--- config.mk ---
export PLATFORM = sky130hd
export DESIGN_NAME = rom_rd_ctrl
export DESIGN_NICKNAME = d
export VERILOG_FILES = /design/src/rtl/rom_rd_pkg.sv /design/src/rtl/rom_rd_timer.sv /design/src/rtl/rom_rd_capture.sv /design/src/rtl/rom_rd_ctrl.sv
export SDC_FILE = /design/constraint.sdc
export NUM_CORES = 1
export LEC_CHECK = 0
export CORE_ASPECT_RATIO = 1.2
export CORE_MARGIN = 2
export CORE_UTILIZATION = 28
export DETAILED_ROUTE_END_ITERATION = 8
export HOLD_SLACK_MARGIN = 0.05
export SLEW_MARGIN = 15
export SYNTH_ARGS = -nofsm -noshare
export SYNTH_HDL_FRONTEND = slang
export SYNTH_HIERARCHICAL = 1
export SYNTH_SLANG_ARGS = --single-unit
--- constraint.sdc ---
create_clock -name clk -period 2.55 [get_ports clk]
set_input_delay 0.255 -clock clk [delete_from_list [all_inputs] [get_ports clk]]
set_output_delay 0.255 -clock clk [all_outputs]
set_load 0.02 [all_outputs]
--- src/rtl/rom_rd_pkg.sv ---
package rom_rd_pkg;

    typedef enum logic [1:0] {
        ST_IDLE   = 2'd0,
        ST_ACCESS = 2'd1,
        ST_FLOAT  = 2'd2
    } rd_state_e;

    // integer ceiling division, used for picosecond-to-cycle conversion
    function automatic int cdiv(input int num, input int den);
        return (num + den - 1) / den;
    endfunction

    function automatic int imax(input int a, input int b);
        return (a > b) ? a : b;
    endfunction

endpackage

--- src/rtl/rom_rd_timer.sv ---
module rom_rd_timer #(
    parameter int CW = 5
) (
    input  logic          clk,
    input  logic          rst_n,
    input  logic          load,
    input  logic [CW-1:0] load_val,
    output logic          done
);
    logic [CW-1:0] cnt_q;

    always_ff @(posedge clk or negedge rst_n) begin
        if (!rst_n) begin
            cnt_q <= '0;
        end else if (load) begin
            cnt_q <= load_val;
        end else if (cnt_q != '0) begin
            cnt_q <= cnt_q - 1'b1;
        end
    end

    assign done = (cnt_q == '0);

endmodule

--- src/rtl/rom_rd_capture.sv ---
module rom_rd_capture #(
    parameter int DW = 8
) (
    input  logic          clk,
    input  logic          rst_n,
    input  logic          capture,
    input  logic [DW-1:0] dq,
    output logic [DW-1:0] data,
    output logic          valid
);
    always_ff @(posedge clk or negedge rst_n) begin
        if (!rst_n) begin
            data  <= '0;
            valid <= 1'b0;
        end else begin
            valid <= capture;
            if (capture) begin
                data <= dq;
            end
        end
    end

endmodule

--- src/rtl/rom_rd_ctrl.sv ---
module rom_rd_ctrl
    import rom_rd_pkg::*;
#(
    parameter int AW            = 17,
    parameter int DW            = 8,
    parameter int CLK_PERIOD_PS = 10000,
    parameter int GRADE         = 0
) (
    input  logic          clk,
    input  logic          rst_n,
    input  logic          req_valid,
    output logic          req_ready,
    input  logic [AW-1:0] req_addr,
    output logic [DW-1:0] rsp_data,
    output logic          rsp_valid,
    output logic [AW-1:0] mem_addr,
    output logic          mem_ce_n,
    output logic          mem_oe_n,
    output logic          mem_pgm_n,
    input  logic [DW-1:0] mem_dq
);
    // speed-grade timing, picoseconds
    localparam int T_ADDR_PS = (GRADE == 0) ? 120000 : (GRADE == 1) ? 150000 : 200000;
    localparam int T_CE_PS   = T_ADDR_PS;
    localparam int T_OE_PS   = (GRADE == 0) ? 60000 : 70000;
    localparam int T_FLT_PS  = 50000;

    localparam int N_ADDR = cdiv(T_ADDR_PS, CLK_PERIOD_PS) + 1;
    localparam int N_CE   = cdiv(T_CE_PS,   CLK_PERIOD_PS) + 1;
    localparam int N_OE   = cdiv(T_OE_PS,   CLK_PERIOD_PS) + 1;
    localparam int N_FLT  = imax(cdiv(T_FLT_PS, CLK_PERIOD_PS), 1);
    localparam int N_MAX  = imax(imax(N_ADDR, N_CE), imax(N_OE, N_FLT));
    localparam int CW     = $clog2(N_MAX + 1);
    localparam int NPATH  = 3;
    localparam int WAIT_N [NPATH] = '{N_ADDR, N_CE, N_OE};

    rd_state_e     state_q, state_d;
    logic [AW-1:0] addr_q;
    logic          accept, sample, all_done, flt_done;
    logic [NPATH-1:0] path_done;

    assign accept = req_valid && (state_q == ST_IDLE);
    assign all_done = &path_done;
    assign sample = (state_q == ST_ACCESS) && all_done;

    // one wait timer per access-time limit
    for (genvar g = 0; g < NPATH; g++) begin : g_path
        rom_rd_timer #(.CW(CW)) u_wait (
            .clk      (clk),
            .rst_n    (rst_n),
            .load     (accept),
            .load_val (CW'(WAIT_N[g] - 1)),
            .done     (path_done[g])
        );
    end

    rom_rd_timer #(.CW(CW)) u_float (
        .clk      (clk),
        .rst_n    (rst_n),
        .load     (sample),
        .load_val (CW'(N_FLT - 1)),
        .done     (flt_done)
    );

    rom_rd_capture #(.DW(DW)) u_cap (
        .clk     (clk),
        .rst_n   (rst_n),
        .capture (sample),
        .dq      (mem_dq),
        .data    (rsp_data),
        .valid   (rsp_valid)
    );

    // state register
    always_ff @(posedge clk or negedge rst_n) begin
        if (!rst_n) begin
            state_q <= ST_IDLE;
            addr_q  <= '0;
        end else begin
            state_q <= state_d;
            if (accept) begin
                addr_q <= req_addr;
            end
        end
    end

    // transitions
    always_comb begin
        state_d = state_q;
        unique case (state_q)
            ST_IDLE:   if (accept)   state_d = ST_ACCESS;
            ST_ACCESS: if (all_done) state_d = ST_FLOAT;
            ST_FLOAT:  if (flt_done) state_d = ST_IDLE;
            default:                 state_d = ST_IDLE;
        endcase
    end

    // outputs
    always_comb begin
        req_ready = 1'b0;
        mem_ce_n  = 1'b1;
        mem_oe_n  = 1'b1;
        unique case (state_q)
            ST_IDLE:   req_ready = 1'b1;
            ST_ACCESS: begin
                mem_ce_n = 1'b0;
                mem_oe_n = 1'b0;
            end
            ST_FLOAT:  req_ready = 1'b0;
            default:   req_ready = 1'b0;
        endcase
    end

    assign mem_addr  = addr_q;
    assign mem_pgm_n = 1'b1;

    AST_ACCEPT_DRIVES: assert property (@(posedge clk) disable iff (!rst_n)
        (req_valid && req_ready) |=> (!mem_ce_n && !mem_oe_n && !req_ready && mem_addr == $past(req_addr))) else $error("accept");
    AST_READY_STANDBY: assert property (@(posedge clk) disable iff (!rst_n)
        req_ready |-> (mem_ce_n && mem_oe_n)) else $error("standby");
    AST_ADDR_HOLD: assert property (@(posedge clk) disable iff (!rst_n)
        (!mem_ce_n && !$past(mem_ce_n)) |-> $stable(mem_addr)) else $error("addr hold");
    AST_VALID_AFTER_RISE: assert property (@(posedge clk) disable iff (!rst_n)
        $rose(mem_ce_n) |-> rsp_valid) else $error("valid late");
    AST_VALID_PULSE: assert property (@(posedge clk) disable iff (!rst_n)
        rsp_valid |=> !rsp_valid) else $error("valid width");
    AST_FLOAT_GAP: assert property (@(posedge clk) disable iff (!rst_n)
        $rose(mem_oe_n) |-> !req_ready) else $error("float gap");

endmodule

==> results of run 1 <==
## layout by cell type (no fill, tap or decap), types with 5 or more instances in the layout
master and n:
nor3_1 8, mux2_4 17, nor3b_4 5, mux2_2 12, nand2_1 9, mux2i_1 8
clkbuf_8 6, conb_1 17, dfrtp_1 44, clkdlybuf4s50_1 55, inv_1 9
## final cells by class
class | instances | area (µm²) | share of cell area, %
flip-flops and latches | 44 | 1100 | 38.2
inverters | 9 | 33.8 | 1.17
multi-input cells | 110 | 961 | 33.3
clock buffers | 7 | 86.3 | 2.99
well taps | 90 | 113 | 3.90
clock inverters | 1 | 7.51 | 0.260
repair buffers | 58 | 583 | 20.2
## stage by stage
stage               instance area, µm²  power (mW)
floorplan                         2160        2.22
global placement                  2790        2.75
detailed placement                2790        2.79
CTS                               2890        3.26
global route                      2890        3.44
finish                            2890        3.20
## report_power, final
| part | switching [mW] | total, mW | internal, mW |
|---|---|---|---|
| Combinational | 0.639 | 1.53 | 0.894 |
| Clock | 0.226 | 0.446 | 0.220 |
| Sequential | 0.208 | 1.22 | 1.01 |
| Total | 1.07 | 3.20 | 2.12 |
## how the worst max path moves through the flow
stage,endpoint,slack [ps]
3_5_place_dp,u_float/cnt_q[3]$_DFFE_PN0P_,460
4_1_cts,u_float/cnt_q[3]$_DFFE_PN0P_,460
5_1_grt,u_float/cnt_q[3]$_DFFE_PN0P_,280
2_1_floorplan,u_float/cnt_q[3]$_DFFE_PN0P_,590
3_3_place_gp,u_float/cnt_q[3]$_DFFE_PN0P_,570
6_report,u_float/cnt_q[3]$_DFFE_PN0P_,480
## registers in the layout, summed over array words and instances, names as in the netlist
register / count
u_cap/data: 8
u_cap/valid: 1
mem_addr: 17
u_float/cnt_q: 4
state_q: 2
g_path.u_wait/cnt_q: 12
## worst max-delay path: cells and delay by family, from the launching register on
kind,cells,cell delay [ps]
compound gates,1,320
flops,1,380
simple gates,4,670
buf+inv,2,350
fa+ha+maj,1,210
## metal layers
layer / routed length (µm) / global-route usage, % / vias to the layer above
met5: 0 / 0 / -
met4: 46 / 3.03 / 0
met3: 235 / 3.43 / 5
met2: 1740 / 15.3 / 38
met1: 1680 / 12.4 / 662
li1: - / - / 665
## cells by family (layout without fill, tap and decap cells)
logic type	Yosys count	count (layout)	share of synthesized area, %
xor gates and xnor gates	4	4	1.66
AOI/OAI and AO/OA	14	14	4.58
and+or+nand+nor	34	34	11.3
buffers and inverters	18	75	5.05
other	2	17	0.357
DFF	44	44	52.3
muxes	37	37	22.3
adders and majority gates	4	4	2.38
==> results.md, run 1 <==
* Post-DR vias/cell at 4.29
* Hold-fix buffers, CTS at 0
* Post-DP HPWL at 2540 µm
* Fin nets at 260
* Worst R2R Setup Slack at 480 ps
* R2r endpoint: u_float/cnt_q[3]$_DFFE_PN0P_
* Total gr overflow at 0
* Die Y at 99 µm
* Clk sinks at 44
* Vias at 1,370
* Max rail drop VDD at 0.392 mV
* Row count at 34
* Cells after Synth at 157
* First-pass GRT wire length at 6520 µm
* PD cells at 1110 mW/mm²
* Number of flops mapped to enable cells by yosys at 0
* Clk root buf: clkbuf_8
* Share of cells above drive strength 1 at 19.7%
* Yosys reg bits at 44
* R2r startpoint: g_path[2].u_wait/cnt_q[0]$_DFFE_PN0P_
* Die area at 0.00823 mm²
* Dpl cells at 311
* Die width at 83.2 µm
* Clk buf depth at 2
* RSZ-0062 raised after global routing: no
* Sequential-to-total area share from yosys stat at 52.3%
* Final wirelength at 3700 µm
* Initial DRC Count at 42
* Worst-path clk slew at 80 ps
* Placer Congestion at 0.709
* WL/cell at 11.6 µm
* Synth warn at 6
* Leakage Power at 1.24 nW
* Slew Viols, Final at 0
* Max Clk Rate at 483 MHz
* Max Cap Viol at 0
* Total core area at 0.00727 mm²
* I/O Buffers at 56
* Crit path launch: g_path[2].u_wait/cnt_q[0]$_DFFE_PN0P_
* Pre-CTS WS at 463 ps
* Sum Neg Setup Slack at 0 ps
* DRC at 0
* Actual slew at the worst max-slew pin at 947 ps
* Worst R2R Path Depth at 8
* Clk Latency, worst-skew pair at 290 ps
* Final worst path period share at 81.1%
* Setup violators final at 0
* CP endpoint kind: register
* CP Max Fanout at 17
* Area share of the largest cell type after synthesis at 52.3%
* Vias in the first global route at 1,405
* Top FF cell, synth: dfrtp_1
* CTS tree: yes
* Async S/R FF share, synth at 100%
* Layout Skew at 8.13 ps
* GRT Total Usage at 9.65%
* H-tree levels at 2
* Most frequent cell after synthesis: dfrtp_1
* Final worst slack at 481 ps
* Kind of start point of the critical path: register
* Fill cells at 690
* Post-Syn Area at 0.00211 mm²
* Cts bufs inserted at 5
* Status: finished clean
* Yosys cell types at 26
* CP arrival at 2240 ps
* Final-report hold violation count at 0
* Remaining antenna violation count after routing at 0
* CP Cell Sequence: inv_1, ha_1, nor3b_4, nand4_1, nor2_1, buf_4, nor3_1, a221o_1
* Largest net degree at the start of global routing at 45
* Tmin final at 2070 ps
* Worst slew margin at 36.9%
* Critical path class: reg -> reg
* Slowest cell on the critical path: dfrtp_1
* Yosys top cell by area: dfrtp_1
* Final Non-Filler Cells at 319
* Critical Path Max Stage Delay at 380 ps
* N_diodes at 0
* Io pins at 58
* Avg Cell Area, Syn at 13.4 µm²
* Largest cells by area after synthesis: dfrtp_1 (52%), mux2_4 (12%), mux2_2 (6.4%)
* Initial core utilization at 28.9%
* Synth cell count leaders: dfrtp_1 (44), mux2_4 (17), mux2_2 (12)
* Hold_ws at 103 ps
* Worst min-delay path class: in -> async
* CP required at 2730 ps
* Initial antenna violation count at 0
* Synth-to-Final Area Change at 37.0%
* Setup bufs post-CTS at 0
* Drt pass-1 iters at 4
* PostCTS Resize Cnt at 0
* Final cell utilization of the core at 39.7%
(Power assumes the default switching activity.)
==> run 2: changes to the inputs <==
==> constraint.sdc (replaced) <==
create_clock -name clk -period 1.9 [get_ports clk]
set_input_delay 0.19 -clock clk [delete_from_list [all_inputs] [get_ports clk]]
set_output_delay 0.19 -clock clk [all_outputs]
set_load 0.02 [all_outputs]
==> run 2 against run 1 <==
  * Critical path depth is the same
  * Core utilization is 1.5 points higher
  * Register-to-register slack worse by 340 ps
  * Wire length up 2.8%
  * Via count grew 0.15%
  * Non-clock buffer count grew 12
  * Sequential share of layout area shrank 1.4 points
  * Die area stayed put
  * Flip-flop and latch count did not move
  * Global-route usage is 0.48 points higher
  * Clock-buffer cell count down 1
  * Critical path type unchanged
  * Largest cell class unchanged
==> results.md, run 2 (synthesis gave the netlist of run 1 again) <==
* Layout Skew at 5.39 ps (-2.74 ps)
* N_diodes at 0 (unchanged)
* Post-DR vias/cell at 4.15 (-3.5%)
* WL/cell at 11.5 µm (-0.89%)
* DRC at 0 (unchanged)
* H-tree levels at 2 (unchanged)
* RSZ-0062 raised after global routing: no
* Slew Viols, Final at 0 (unchanged)
* Leakage Power at 1.31 nW (+5.8%)
* Synth-to-Final Area Change at 42.4%
* Kind of start point of the critical path: register
* CP arrival at 1940 ps (-300 ps)
* Clk buf depth at 2 (unchanged)
* Die Y at 99 µm (unchanged)
* Sum Neg Setup Slack at 0 ps (unchanged)
* Worst slew margin at 63.8% (+27 points)
* Actual slew at the worst max-slew pin at 543 ps (-404 ps)
* Initial antenna violation count at 0 (unchanged)
* Placer Congestion at 0.724 (+2.0%)
* I/O Buffers at 56 (unchanged)
* Clk Latency, worst-skew pair at 290 ps (about the same)
* Max reg flops at 17 (unchanged)
* Final worst path period share at 92.3% (+11 points)
* Setup violators final at 0 (unchanged)
* CP endpoint kind: register
* Final-report hold violation count at 0 (unchanged)
* Total gr overflow at 0 (unchanged)
* Die width at 83.2 µm (unchanged)
* Io pins at 58 (unchanged)
* Die area at 0.00823 mm² (unchanged)
* Clk sinks at 44 (unchanged)
* Vias at 1,372 (+0.15%)
* Tmin final at 1750 ps (-315 ps)
* Max Cap Viol at 0 (unchanged)
* Fin nets at 272 (+4.6%)
* Worst min-delay path class: in -> async
* Cts bufs inserted at 5 (unchanged)
* Worst-path clk slew at 80 ps (about the same)
* Critical path class: reg -> reg
* Initial DRC Count at 37 (-12%)
* Clk root buf: clkbuf_8
* Total core area at 0.00727 mm² (unchanged)
* Row count at 34 (unchanged)
* Max rail drop VDD at 0.766 mV (+96%)
* Vias in the first global route at 1,431 (+1.9%)
* GRT Total Usage at 10.1% (+0.48 points)
* CTS tree: yes
* Initial core utilization at 28.9% (unchanged)
* Max Clk Rate at 570 MHz (+18%)
* CP required at 2080 ps (-650 ps)
* PD cells at 1490 mW/mm² (+35%)
* Share of cells above drive strength 1 at 23.7% (+4.0 points)
* Drt pass-1 iters at 3 (-1)
* Post-DP HPWL at 2770 µm (+9.1%)
* Pwr Total at 4.47 mW (+40%)
* Status: finished clean
* CP Max Fanout at 4 (-13)
* First-pass GRT wire length at 6600 µm (+1.2%)
* Remaining antenna violation count after routing at 0 (unchanged)
* Final wirelength at 3800 µm (+2.8%)
* Most common cell after layout, fill and taps aside: clkdlybuf4s50_1
* Largest net degree at the start of global routing at 45 (unchanged)
* Commonest non-fill, non-tap cells in the layout: clkdlybuf4s50_1 (55), dfrtp_1 (44), mux2_4 (17), conb_1 (17), mux2_2 (12)
## run 2: changes by cell type in the layout (fill, tap and decap cells not counted), sizes merged
cell,before,now
buf,3,14
bufinv,0,1
clkbuf,7,6
clkinv,0,1
clkinvlp,1,0
dlygate4sd3,0,1
## run 2: path summary, 6_finish.rpt
check	startpoint	end	slack, ps	depth (start not counted)
setup reg to reg	g_path[1].u_wait/cnt_q[0]$_DFFE_PN0P_	u_float/cnt_q[3]$_DFFE_PN0P_	150	8
max in group asynchronous	rst_n	u_cap/valid$_DFF_PN0_	1030	3
min in group clk	mem_addr[9]$_DFFE_PN0P_	mem_addr[9]$_DFFE_PN0P_	510	1
hold / removal	rst_n	mem_addr[14]$_DFFE_PN0P_	500	3
hold reg to reg	mem_addr[9]$_DFFE_PN0P_	mem_addr[9]$_DFFE_PN0P_	510	1
setup / recovery	g_path[1].u_wait/cnt_q[0]$_DFFE_PN0P_	u_float/cnt_q[3]$_DFFE_PN0P_	150	8
## run 2: per-layer routing
layer / vias up / wire (µm) / GRT usage, %
li1: 693 / - / -
met2: 34 / 1830 / 16.4
met5: - / 0 / 0
met3: 4 / 203 / 3.52
met1: 641 / 1680 / 11.9
met4: 0 / 80 / 5.30
## run 2: stage by stage
stage	cells	hold WS [ps]	utilization (%)	instance area (µm²)	worst slack, ps
after floorplan	172	-106	-	2160	5.44
after global placement	322	312	39.5	2870	151
after detailed placement	322	311	39.5	2870	111
after CTS	331	498	41.1	2990	97.0
after global routing	331	498	41.2	3000	0.0420
final	331	496	41.2	3000	146
## run 2: power breakdown
group | total [mW] | switching, mW | internal, mW
Sequential | 1.64 | 0.288 | 1.36
Clock | 0.689 | 0.299 | 0.390
Combinational | 2.14 | 0.871 | 1.27
## run 2: repair_timing
| item | in CTS | in global routing |
|---|---|---|
| endpoints found under the setup margin | 0 | 8 |
| endpoints found under the hold margin | 44 | 0 |
| hold buffers | 1 | 0 |
| resized for setup | 0 | 2 |
| buffers inserted | 0 | 0 |
## run 2: final cells by class
cell class / count / area, µm²
Fill cell: 684 / 4280
Sequential cell: 44 / 1100
Multi-Input combinational cell: 110 / 963
Timing Repair Buffer: 70 / 679
Tap cell: 90 / 113
Clock buffer: 6 / 72.6
Clock inverter: 2 / 35.0
Inverter: 9 / 33.8
## run 2: critical path: stages, from the launching register on
cell and delay [ps]:
dfrtp_1 380, inv_1 90, ha_1 170, nor3b_4 200, nand4_1 160, nor2_2 150, buf_4 150, nor3_1 50
a221o_1 310
==> run 3: changes to the inputs <==
--- a/config.mk
+++ b/config.mk
@@ -5,6 +5,7 @@
 export SDC_FILE = /design/constraint.sdc
 export NUM_CORES = 1
 export LEC_CHECK = 0
+export CAP_MARGIN = 5
 export CORE_ASPECT_RATIO = 1.2
 export CORE_MARGIN = 2
 export CORE_UTILIZATION = 28
==> results of run 3 <==
No change in the layout: final DEF, timing and power equal those of run 2.
